File: src/rtl/hvol_pkg.sv
package hvol_pkg;
   typedef enum logic [1:0] {
      ST_IDLE = 2'd0,
      ST_QUAL = 2'd1,
      ST_HOLD = 2'd2
   } press_st_t;
endpackage

File: src/rtl/hvol_sync.sv
module hvol_sync #(
   parameter int STAGES = 2
) (
   input  logic clk,
   input  logic rst_n,
   input  logic pin_n,
   output logic pressed
);
   logic [STAGES-1:0] chain;

   generate
      for (genvar i = 0; i < STAGES; i++) begin : g_stage
         if (i == 0) begin : g_first
            always_ff @(posedge clk or negedge rst_n)
               if (!rst_n) chain[0] <= 1'b1;
               else        chain[0] <= pin_n;
         end else begin : g_next
            always_ff @(posedge clk or negedge rst_n)
               if (!rst_n) chain[i] <= 1'b1;
               else        chain[i] <= chain[i-1];
         end
      end
   endgenerate

   assign pressed = ~chain[STAGES-1];
endmodule

File: src/rtl/hvol_press_fsm.sv
module hvol_press_fsm
   import hvol_pkg::*;
#(
   parameter int QUAL_TICKS   = 50,
   parameter int REPEAT_TICKS = 200
) (
   input  logic clk,
   input  logic rst_n,
   input  logic tick,
   input  logic up,
   input  logic dn,
   output logic step_up,
   output logic step_dn,
   output logic chord_evt
);
   localparam int QW = $clog2(QUAL_TICKS + 1);
   localparam int RW = $clog2(REPEAT_TICKS + 1);
   localparam logic [QW-1:0] Q_LAST = QW'(QUAL_TICKS - 1);
   localparam logic [RW-1:0] R_LAST = RW'(REPEAT_TICKS - 1);

   press_st_t     state;
   logic [QW-1:0] qcnt;
   logic [RW-1:0] rcnt;
   logic          seen_up, seen_dn;
   logic          dir_up, chord_lat;

   logic any_now, up_acc, dn_acc, chord_now, fire_q, fire_r;

   always_comb begin
      any_now   = up | dn;
      up_acc    = seen_up | up;
      dn_acc    = seen_dn | dn;
      chord_now = up_acc & dn_acc;
      fire_q    = (state == ST_QUAL) && tick && any_now && (qcnt == Q_LAST);
      fire_r    = (state == ST_HOLD) && tick && any_now && !chord_lat
                  && (rcnt == R_LAST);
      step_up   = (fire_q && !chord_now && up_acc) || (fire_r && dir_up);
      step_dn   = (fire_q && !chord_now && dn_acc) || (fire_r && !dir_up);
      chord_evt = fire_q && chord_now;
   end

   always_ff @(posedge clk or negedge rst_n) begin
      if (!rst_n) begin
         state     <= ST_IDLE;
         qcnt      <= '0;
         rcnt      <= '0;
         seen_up   <= 1'b0;
         seen_dn   <= 1'b0;
         dir_up    <= 1'b0;
         chord_lat <= 1'b0;
      end else begin
         unique case (state)
            ST_IDLE: begin
               qcnt    <= '0;
               seen_up <= up;
               seen_dn <= dn;
               if (any_now) state <= ST_QUAL;
            end
            ST_QUAL: begin
               seen_up <= up_acc;
               seen_dn <= dn_acc;
               if (!any_now) begin
                  state <= ST_IDLE;
               end else if (tick) begin
                  if (qcnt == Q_LAST) begin
                     state     <= ST_HOLD;
                     rcnt      <= '0;
                     chord_lat <= chord_now;
                     dir_up    <= up_acc;
                  end else begin
                     qcnt <= qcnt + 1'b1;
                  end
               end
            end
            ST_HOLD: begin
               if (!any_now) begin
                  state <= ST_IDLE;
               end else if (tick && !chord_lat) begin
                  if (rcnt == R_LAST) rcnt <= '0;
                  else                rcnt <= rcnt + 1'b1;
               end
            end
            default: state <= ST_IDLE;
         endcase
      end
   end
endmodule

File: src/rtl/hvol_regs.sv
module hvol_regs #(
   parameter int OFS_W   = 5,
   parameter int OFS_RST = 27
) (
   input  logic             clk,
   input  logic             rst_n,
   input  logic             step_up,
   input  logic             step_dn,
   input  logic             chord_evt,
   input  logic             wr,
   input  logic [OFS_W-1:0] wdata,
   input  logic             mute_clr,
   output logic [OFS_W-1:0] ofs,
   output logic             mute
);
   localparam logic [OFS_W-1:0] OFS_MAX = '1;

   always_ff @(posedge clk or negedge rst_n) begin
      if (!rst_n) begin
         ofs <= OFS_W'(OFS_RST);
      end else if (wr) begin
         ofs <= wdata;
      end else if (step_up && ofs != '0) begin
         ofs <= ofs - 1'b1;
      end else if (step_dn && ofs != OFS_MAX) begin
         ofs <= ofs + 1'b1;
      end
   end

   always_ff @(posedge clk or negedge rst_n) begin
      if (!rst_n)                 mute <= 1'b0;
      else if (mute_clr)          mute <= 1'b0;
      else if (chord_evt)         mute <= ~mute;
      else if (step_up | step_dn) mute <= 1'b0;
   end
endmodule

File: src/rtl/hvol_sum.sv
module hvol_sum #(
   parameter int OFS_W    = 5,
   parameter int MASTER_W = 6,
   parameter int ATT_W    = 6
) (
   input  logic [OFS_W-1:0]    ofs,
   input  logic [MASTER_W-1:0] master,
   output logic [ATT_W-1:0]    att
);
   localparam int SUM_W   = ((OFS_W > MASTER_W) ? OFS_W : MASTER_W) + 1;
   localparam longint SUM_MAX = (64'd1 << OFS_W) - 1 + (64'd1 << MASTER_W) - 1;
   localparam longint ATT_MAX = (64'd1 << ATT_W) - 1;

   logic [SUM_W-1:0] sum;
   assign sum = SUM_W'(ofs) + SUM_W'(master);

   generate
      if (SUM_MAX <= ATT_MAX) begin : g_direct
         assign att = ATT_W'(sum);
      end else begin : g_clamp
         localparam logic [SUM_W-1:0] LIMIT = SUM_W'(ATT_MAX);
         assign att = (sum > LIMIT) ? '1 : ATT_W'(sum);
      end
   endgenerate
endmodule

File: src/rtl/hvol_ctrl.sv
module hvol_ctrl #(
   parameter int OFS_W        = 5,
   parameter int OFS_RST      = 27,
   parameter int MASTER_W     = 6,
   parameter int ATT_W        = 6,
   parameter int QUAL_TICKS   = 50,
   parameter int REPEAT_TICKS = 200,
   parameter int SYNC_STAGES  = 2
) (
   input  logic                clk,
   input  logic                rst_n,
   input  logic                tick_ms,
   input  logic                vol_up_n,
   input  logic                vol_dn_n,
   input  logic                cfg_ofs_we,
   input  logic [OFS_W-1:0]    cfg_ofs_wdata,
   input  logic                cfg_mute_clr,
   input  logic [MASTER_W-1:0] master_att,
   output logic [OFS_W-1:0]    ofs_q,
   output logic                mute_q,
   output logic [ATT_W-1:0]    eff_att
);
   generate
      if (QUAL_TICKS < 1 || REPEAT_TICKS < 1) begin : g_bad_timing
         $error("hvol_ctrl: tick counts must be at least 1");
      end
      if (SYNC_STAGES < 2) begin : g_bad_sync
         $error("hvol_ctrl: synchronizer needs two or more stages");
      end
      if (OFS_RST < 0 || OFS_RST > (1 << OFS_W) - 1) begin : g_bad_rst
         $error("hvol_ctrl: reset offset out of range");
      end
      if (MASTER_W > ATT_W) begin : g_bad_master
         $error("hvol_ctrl: master wider than output field");
      end
   endgenerate

   logic up_p, dn_p;
   logic step_up, step_dn, chord_evt;

   hvol_sync #(.STAGES(SYNC_STAGES)) u_sync_up (
      .clk(clk), .rst_n(rst_n), .pin_n(vol_up_n), .pressed(up_p));
   hvol_sync #(.STAGES(SYNC_STAGES)) u_sync_dn (
      .clk(clk), .rst_n(rst_n), .pin_n(vol_dn_n), .pressed(dn_p));

   hvol_press_fsm #(.QUAL_TICKS(QUAL_TICKS), .REPEAT_TICKS(REPEAT_TICKS)) u_fsm (
      .clk(clk), .rst_n(rst_n), .tick(tick_ms), .up(up_p), .dn(dn_p),
      .step_up(step_up), .step_dn(step_dn), .chord_evt(chord_evt));

   hvol_regs #(.OFS_W(OFS_W), .OFS_RST(OFS_RST)) u_regs (
      .clk(clk), .rst_n(rst_n), .step_up(step_up), .step_dn(step_dn),
      .chord_evt(chord_evt), .wr(cfg_ofs_we), .wdata(cfg_ofs_wdata),
      .mute_clr(cfg_mute_clr), .ofs(ofs_q), .mute(mute_q));

   hvol_sum #(.OFS_W(OFS_W), .MASTER_W(MASTER_W), .ATT_W(ATT_W)) u_sum (
      .ofs(ofs_q), .master(master_att), .att(eff_att));
endmodule

File: config.mk
export PLATFORM = sky130hd
export DESIGN_NAME = hvol_ctrl
export DESIGN_NICKNAME = d
export VERILOG_FILES = /design/src/rtl/hvol_pkg.sv /design/src/rtl/hvol_sync.sv /design/src/rtl/hvol_press_fsm.sv /design/src/rtl/hvol_regs.sv /design/src/rtl/hvol_sum.sv /design/src/rtl/hvol_ctrl.sv
export SDC_FILE = /design/constraint.sdc
export NUM_CORES = 1
export LEC_CHECK = 0
export BUFFER_PORTS_ARGS = -buffer_cell sky130_fd_sc_hd__buf_2
export CORE_UTILIZATION = 50
export CTS_CLUSTER_DIAMETER = 40
export DETAILED_ROUTE_END_ITERATION = 12
export PLACE_DENSITY = 0.68
export RECOVER_POWER = 50
export SYNTH_ARGS = -nofsm -noshare
export SYNTH_HDL_FRONTEND = slang
export SYNTH_HIERARCHICAL = 1
export SYNTH_SLANG_ARGS = --single-unit
File: constraint.sdc
create_clock -name clk -period 8.92 [get_ports clk]
set_input_delay 1.784 -clock clk [delete_from_list [all_inputs] [get_ports clk]]
set_output_delay 1.784 -clock clk [all_outputs]
set_load 0.005 [all_outputs]
==> flow_metrics.env, run 1 <==
export IMPL_status="finished, violations left"
export IMPL_violated_checks="max-capacitance violations, max-slew violations"
export IMPL_final_min_clock_period_ns=4.98
export IMPL_synth_area_leader_cell="sky130_fd_sc_hd__dfrtp_1"
export IMPL_syn_area_um2=2010
export IMPL_layout_cells_most_common="sky130_fd_sc_hd__buf_2"
export IMPL_power_ir_vdd_worst_mv=0.106
export IMPL_initial_utilization_pct=53.4
export IMPL_synth_enable_flop_cells=0
export IMPL_final_util_pct=60.4
export IMPL_boundaryPins=30
export IMPL_timing_max_transition_violations_final=31
export IMPL_synth_area_top_cells="sky130_fd_sc_hd__dfrtp_1 27%, sky130_fd_sc_hd__dfstp_2 10%, sky130_fd_sc_hd__ha_1 6.8%"
export IMPL_mappedNetlistNets=248
export IMPL_holdCritPathClass="reg2reg"
export IMPL_chipWidth_um=65.5
export IMPL_postCtsHoldBufs=0
export IMPL_num_rows=22
export IMPL_via_count_of_the_first_global_routing_pass=1568
export IMPL_avgSynthCellArea_um2=9.28
export IMPL_detail_route_wirelength_um=4160
export IMPL_post_route_drc_count=0
export IMPL_first_pass_iters=4
export IMPL_core_region_um2=3770
export IMPL_worst_path_buf_inv=3
export IMPL_dieHeight_um=65.5
export IMPL_critical_path_top_delay_family="adder cells"
export IMPL_area_growth_syn_to_layout_pct=13.0
export IMPL_cp_data_arrival_time_ns=3.20
export IMPL_tritoncts="yes"
export IMPL_synth_seq_cells=30
export IMPL_end_kind="output pin"
export IMPL_timing_critical_path_slowest_stage_cell="sky130_fd_sc_hd__fa_1"
export IMPL_power_per_cell_area_nw_per_um2=141
export IMPL_rsz0062_at_grt="no"
export IMPL_via_count=1708
export IMPL_tns_ns=0
export IMPL_net_switching_power_mw=0.0899
export IMPL_grt_met3_usage_pct=6.77
export IMPL_final_hold_worst_slack_ns=0.360
export IMPL_antenna_found_initial=0
export IMPL_post_cts_resize_count=0
export IMPL_seqPwrFrac_pct=47.8
export IMPL_floorplan_die_area_um2=4290
export IMPL_worstPathRequired_ns=7.14
export IMPL_clock_tree_buffer_depth=2
export IMPL_grt_overflow=0
export IMPL_critical_path_max_fanout=4
export IMPL_busiest_layer="met2"
export IMPL_grt_use_met1_pct=30.8
export IMPL_port_buffers=29
export IMPL_path_class="in2out"
export IMPL_synth_top_cell_area_share_pct=27.3
export IMPL_final_count_of_hold_timing_violations=0
export IMPL_cts_sink_count=30
export IMPL_cap_violations=1
export IMPL_cts_root_buf="sky130_fd_sc_hd__clkbuf_8"
export IMPL_commonest_non_fill_non_tap_cells_in_the_layout="27 x sky130_fd_sc_hd__buf_2, 22 x sky130_fd_sc_hd__dfrtp_1, 20 x sky130_fd_sc_hd__nand2_1"
export IMPL_slew_at_the_pin_with_the_worst_max_slew_slack_ns=1.54
export IMPL_crit_path_max_incr_delay_ns=0.38
export IMPL_yosys_cell_types_count=54
export IMPL_p_leak_nw=1.01
export IMPL_gp_congestion=0.825
export IMPL_comb_power_share_pct=16.9
export IMPL_cellInternalPower_mw=0.232
export IMPL_cp_depth=9
export IMPL_async_flop_share_pct=100
export IMPL_crit_path_start_kind="input pin"
export IMPL_timing_clock_skew_ns=0.00953
export IMPL_cells_after_synthesis=217
export IMPL_timing_hold_worst_path_depth=0
export IMPL_insertion_delay_to_the_later_sink_of_the_worst_skew_pair_ns=0.29
export IMPL_gr_layer_usage_met2_pct=34.0
export IMPL_grt_use_total_pct=22.9
export IMPL_relSlewSlack_pct=-2.37
export IMPL_cts_max_level=2
export IMPL_clkSlewWorstSetupHoldPaths_ns=0.06
export IMPL_cell_breakdown_of_the_critical_path="buf_2, ha_1, inv_1, fa_1, nand2b_1, a21oi_2, a31oi_1, nand2b_1, buf_2"
export IMPL_clkPwrFrac_pct=35.3
export IMPL_num_nets_final=278
export IMPL_sequential_element_share_of_the_synthesized_area_pct=37.8
export IMPL_power_switching_share_pct=27.9
export IMPL_detail_route_wl_per_cell_um=14.1
export IMPL_cts_buffers=5
export IMPL_ys_flop_type="sky130_fd_sc_hd__dfrtp_1"
export IMPL_detail_route_iter0_violations=74
export IMPL_reg2reg_depth=10
export IMPL_ant_nets=0
export IMPL_post_cts_setup_buffer_count=0
export IMPL_final_layout_size_suffix_gt1_share_pct=22.2
export IMPL_first_pass_grt_wire_length_um=7310
export IMPL_max_freq_mhz=201
export IMPL_setup_viol_count_final=0
export IMPL_routed_via_density=5.77
export IMPL_synth_yosys_warnings=6
export IMPL_hpwl_um=3030
export IMPL_num_antenna_cells=0
export IMPL_total_power_mw=0.322
export IMPL_final_min_period_over_clock_period_pct=55.8
export IMPL_maximum_number_of_pins_on_one_net_before_global_route_repair=31
==> stage by stage <==
stage / area, µm² / setup WS, ns / std cells
2_1_floorplan: 2010 / 4.19 / 217
3_3_place_gp: 2190 / 3.95 / 288
3_5_place_dp: 2190 / 3.93 / 288
4_1_cts: 2280 / 3.93 / 296
5_1_grt: 2280 / 3.78 / 296
6_report: 2280 / 3.94 / 296
==> synthesized netlist by cell type (all sizes together) (5+ instances only) <==
library cell and instances:
dfrtp 22, dfstp 8, nor2 17, a21oi 8, a22o 6, nor3 7, nand3 8, nand2 20
inv 14, ha 11, and3 5, nand2b 6, nand4 7, o21ai 14
==> registers in the layout (all words and copies together), names as in the netlist <==
register	cells
u_regs/ofs	5
u_sync_up/chain	2
u_fsm/qcnt	6
u_fsm/state	2
u_fsm/seen_dn	1
u_fsm/chord_lat	1
u_sync_dn/chain	2
u_regs/mute	1
u_fsm/dir_up	1
u_fsm/rcnt	8
u_fsm/seen_up	1
==> final cells by class <==
cell class	count	area [µm²]
Fill cell	350	1490
Clock inverter	1	5.00
Clock buffer	7	86.3
Timing Repair Buffer	29	143
Tap cell	48	60.1
Inverter	14	52.6
Sequential cell	30	761
Multi-Input combinational cell	167	1170
==> power groups by stage <==
stage          registers, mW  clock network, mW  logic (mW)
3_3_place_gp           0.156                  0      0.0546
2_1_floorplan          0.153                  0      0.0362
5_1_grt                0.155              0.126      0.0632
4_1_cts                0.154              0.118      0.0556
6_report               0.154              0.114      0.0545
3_5_place_dp           0.156                  0      0.0552
==> final timing paths <==
kind                                          from  slack, ns                 end
max in group asynchronous                    rst_n       6.16        u_fsm/dir_up
worst max-delay path                 master_att[0]       3.94          eff_att[0]
worst min register to register  u_sync_dn/chain[0]       0.36  u_sync_dn/chain[1]
min in group asynchronous                    rst_n       1.86       u_fsm/rcnt[5]
worst max register to register       u_fsm/qcnt[3]       5.66       u_regs/ofs[4]
worst min-delay path            u_sync_dn/chain[0]       0.36  u_sync_dn/chain[1]
==> kinds of logic after synthesis <==
kind of cell	Yosys count	share of synthesized area (%)
flip-flops	30	37.8
AND/OR/NAND/NOR	86	23.2
multiplexers	2	1.12
XOR/XNOR	5	2.17
adder cells (fa/ha/maj)	13	8.82
buffers and inverters	20	4.16
AO/OA/AOI/OAI	61	22.8
==> per-layer routing <==
layer	share of wire, %	vias to the layer above
met4	1.7	0
li1	-	876
met5	0	-
met3	3.9	6
met1	50	794
met2	44	32
No activity file was read; power rests on OpenSTA's default activity.
==> run 2, diff against run 1 <==
--- a/config.mk
+++ b/config.mk
@@ -9,7 +9,7 @@
 export CORE_UTILIZATION = 50
 export CTS_CLUSTER_DIAMETER = 40
 export DETAILED_ROUTE_END_ITERATION = 12
-export PLACE_DENSITY = 0.68
+export PLACE_DENSITY = 0.71
 export RECOVER_POWER = 50
 export SYNTH_ARGS = -nofsm -noshare
 export SYNTH_HDL_FRONTEND = slang
==> constraint.sdc (replaced) <==
create_clock -name clk -period 4.3 [get_ports clk]
set_input_delay 0.86 -clock clk [delete_from_list [all_inputs] [get_ports clk]]
set_output_delay 0.86 -clock clk [all_outputs]
set_load 0.005 [all_outputs]
==> flow_metrics.env, run 2 (synthesis results as in run 1) <==
export IMPL_crit_path_start_kind="register"
export IMPL_cts_max_level=2
export IMPL_layout_top_registers="u_fsm/rcnt x8, u_fsm/qcnt x6, u_regs/ofs x5"
export IMPL_grt_overflow=0
export IMPL_timing_max_transition_violations_final=31
export IMPL_hold_path_startpoint="u_sync_dn/chain[0]"
export IMPL_max_freq_mhz=305
export IMPL_regToRegSetupSlack_ns=1.05
export IMPL_final_count_of_hold_timing_violations=0
export IMPL_total_power_mw=0.665
export IMPL_worstPathRequired_ns=3.44
export IMPL_max_flop_register="u_fsm/rcnt"
export IMPL_detail_route_wirelength_um=4080
export IMPL_capture_point_of_the_worst_reg_to_reg_path="u_regs/ofs[4]"
export IMPL_power_switching_share_pct=27.5
export IMPL_holdCritPathClass="reg2reg"
export IMPL_timing_hold_worst_path_depth=0
export IMPL_num_nets_final=278
export IMPL_gp_congestion=0.836
export IMPL_tritoncts="yes"
export IMPL_final_util_pct=60.4
export IMPL_slew_at_the_pin_with_the_worst_max_slew_slack_ns=1.55
export IMPL_reg2reg_depth=10
export IMPL_p_leak_nw=1.01
export IMPL_timing_clock_skew_ns=0.00373
export IMPL_cts_buffers=5
export IMPL_cts_root_buf="sky130_fd_sc_hd__clkbuf_8"
export IMPL_layout_cells_most_common="sky130_fd_sc_hd__buf_2"
export IMPL_floorplan_die_area_um2=4290
export IMPL_power_ir_vdd_worst_mv=0.193
export IMPL_post_cts_setup_buffer_count=0
export IMPL_final_layout_size_suffix_gt1_share_pct=22.6
export IMPL_net_switching_power_mw=0.183
export IMPL_num_rows=22
export IMPL_commonest_non_fill_non_tap_cells_in_the_layout="28 x sky130_fd_sc_hd__buf_2, 22 x sky130_fd_sc_hd__dfrtp_1, 20 x sky130_fd_sc_hd__nand2_1"
export IMPL_status="finished, violations left"
export IMPL_first_pass_grt_wire_length_um=7050
export IMPL_port_buffers=29
export IMPL_relSlewSlack_pct=-3.55
export IMPL_worst_r2r_startpoint="u_fsm/qcnt[3]"
export IMPL_antenna_found_initial=0
export IMPL_cellInternalPower_mw=0.482
export IMPL_largest_reg_flops=8
export IMPL_comb_power_share_pct=17.4
export IMPL_setup_viol_count_final=0
export IMPL_end_kind="output pin"
export IMPL_final_min_period_over_clock_period_pct=76.2
export IMPL_cp_data_arrival_time_ns=2.41
export IMPL_clock_tree_buffer_depth=2
export IMPL_violated_checks="max-capacitance violations, max-slew violations"
export IMPL_rsz0062_at_grt="no"
export IMPL_tns_ns=0
export IMPL_core_region_um2=3770
export IMPL_post_cts_resize_count=0
export IMPL_min_to="u_sync_dn/chain[1]"
export IMPL_cap_violations=1
export IMPL_grt_use_total_pct=21.6
export IMPL_post_route_drc_count=0
export IMPL_final_min_clock_period_ns=3.27
export IMPL_path_class="reg2out"
export IMPL_routed_via_density=5.89
export IMPL_detail_route_wl_per_cell_um=13.8
export IMPL_clkSlewWorstSetupHoldPaths_ns=0.06
export IMPL_via_count_of_the_first_global_routing_pass=1560
export IMPL_cts_sink_count=30
export IMPL_first_pass_iters=4
export IMPL_detail_route_iter0_violations=157
export IMPL_ant_nets=0
export IMPL_critical_path_max_fanout=8
export IMPL_chipWidth_um=65.5
export IMPL_initial_utilization_pct=53.4
export IMPL_dieHeight_um=65.5
export IMPL_area_growth_syn_to_layout_pct=13.1
export IMPL_insertion_delay_to_the_later_sink_of_the_worst_skew_pair_ns=0.28
export IMPL_power_per_cell_area_nw_per_um2=292
export IMPL_boundaryPins=30
export IMPL_hpwl_um=3010
export IMPL_clkPwrFrac_pct=34.6
export IMPL_via_count=1742
export IMPL_maximum_number_of_pins_on_one_net_before_global_route_repair=31
export IMPL_postCtsHoldBufs=0
export IMPL_num_antenna_cells=0
export IMPL_seqPwrFrac_pct=47.9
## run 2: changes by cell type in the layout (fill, tap and decap cells not counted), sizes merged
cell,before,now
buf,27,28
clkbuf,9,8
## run 2: how the worst max path moves through the flow
stage                     slack [ns]          start       endpoint
after floorplan                 1.14        tick_ms  u_regs/ofs[4]
after global placement          0.87        tick_ms  u_regs/ofs[4]
after detailed placement        0.80        tick_ms  u_regs/ofs[4]
after CTS                       1.03  u_regs/ofs[0]     eff_att[0]
after global routing            0.85  u_fsm/qcnt[3]  u_regs/ofs[4]
final                           1.03  u_regs/ofs[0]     eff_att[0]
## run 2: per-stage QoR
step                hold WS [ns]  setup WS (ns)  instance area, µm²  instances
finish                     0.356           1.03                2280        296
global route               0.363          0.855                2280        296
CTS                        0.357           1.03                2280        296
detailed placement         0.348          0.801                2190        288
global placement           0.347          0.865                2190        288
floorplan                  0.345           1.14                2010        217
## run 2: worst max-delay path, cell delays in order (launching register included)
cell                       delay, ns
sky130_fd_sc_hd__dfstp_2        0.63
sky130_fd_sc_hd__ha_1           0.21
sky130_fd_sc_hd__inv_1          0.07
sky130_fd_sc_hd__fa_1           0.41
sky130_fd_sc_hd__nand2b_1       0.17
sky130_fd_sc_hd__a21oi_2        0.21
sky130_fd_sc_hd__a31oi_1        0.21
sky130_fd_sc_hd__nand2b_1       0.12
sky130_fd_sc_hd__buf_2          0.11
## run 2: metal layers
| layer | GRT usage [%] | wire, µm |
|---|---|---|
| met1 | 30.6 | 1980 |
| met3 | 4.17 | 176 |
| met2 | 32.7 | 1880 |
| met5 | 0 | 0 |
| met4 | 7.61 | 46 |
## run 2: layout make-up
type | instances | area, µm²
clock inverter | 1 | 5.00
multi-input combinational | 167 | 1170
sequential | 30 | 761
clock buffer | 7 | 86.3
fill | 323 | 1490
timing repair buffer | 29 | 144
tap | 48 | 60.1
inverter | 14 | 52.6
## run 2: power groups by stage
stage | combinational [mW] | clock (mW) | sequential (mW)
floorplan | 0.0750 | 0 | 0.318
global placement | 0.114 | 0 | 0.324
detailed placement | 0.116 | 0 | 0.324
CTS | 0.118 | 0.241 | 0.319
global route | 0.133 | 0.254 | 0.322
finish | 0.116 | 0.230 | 0.319
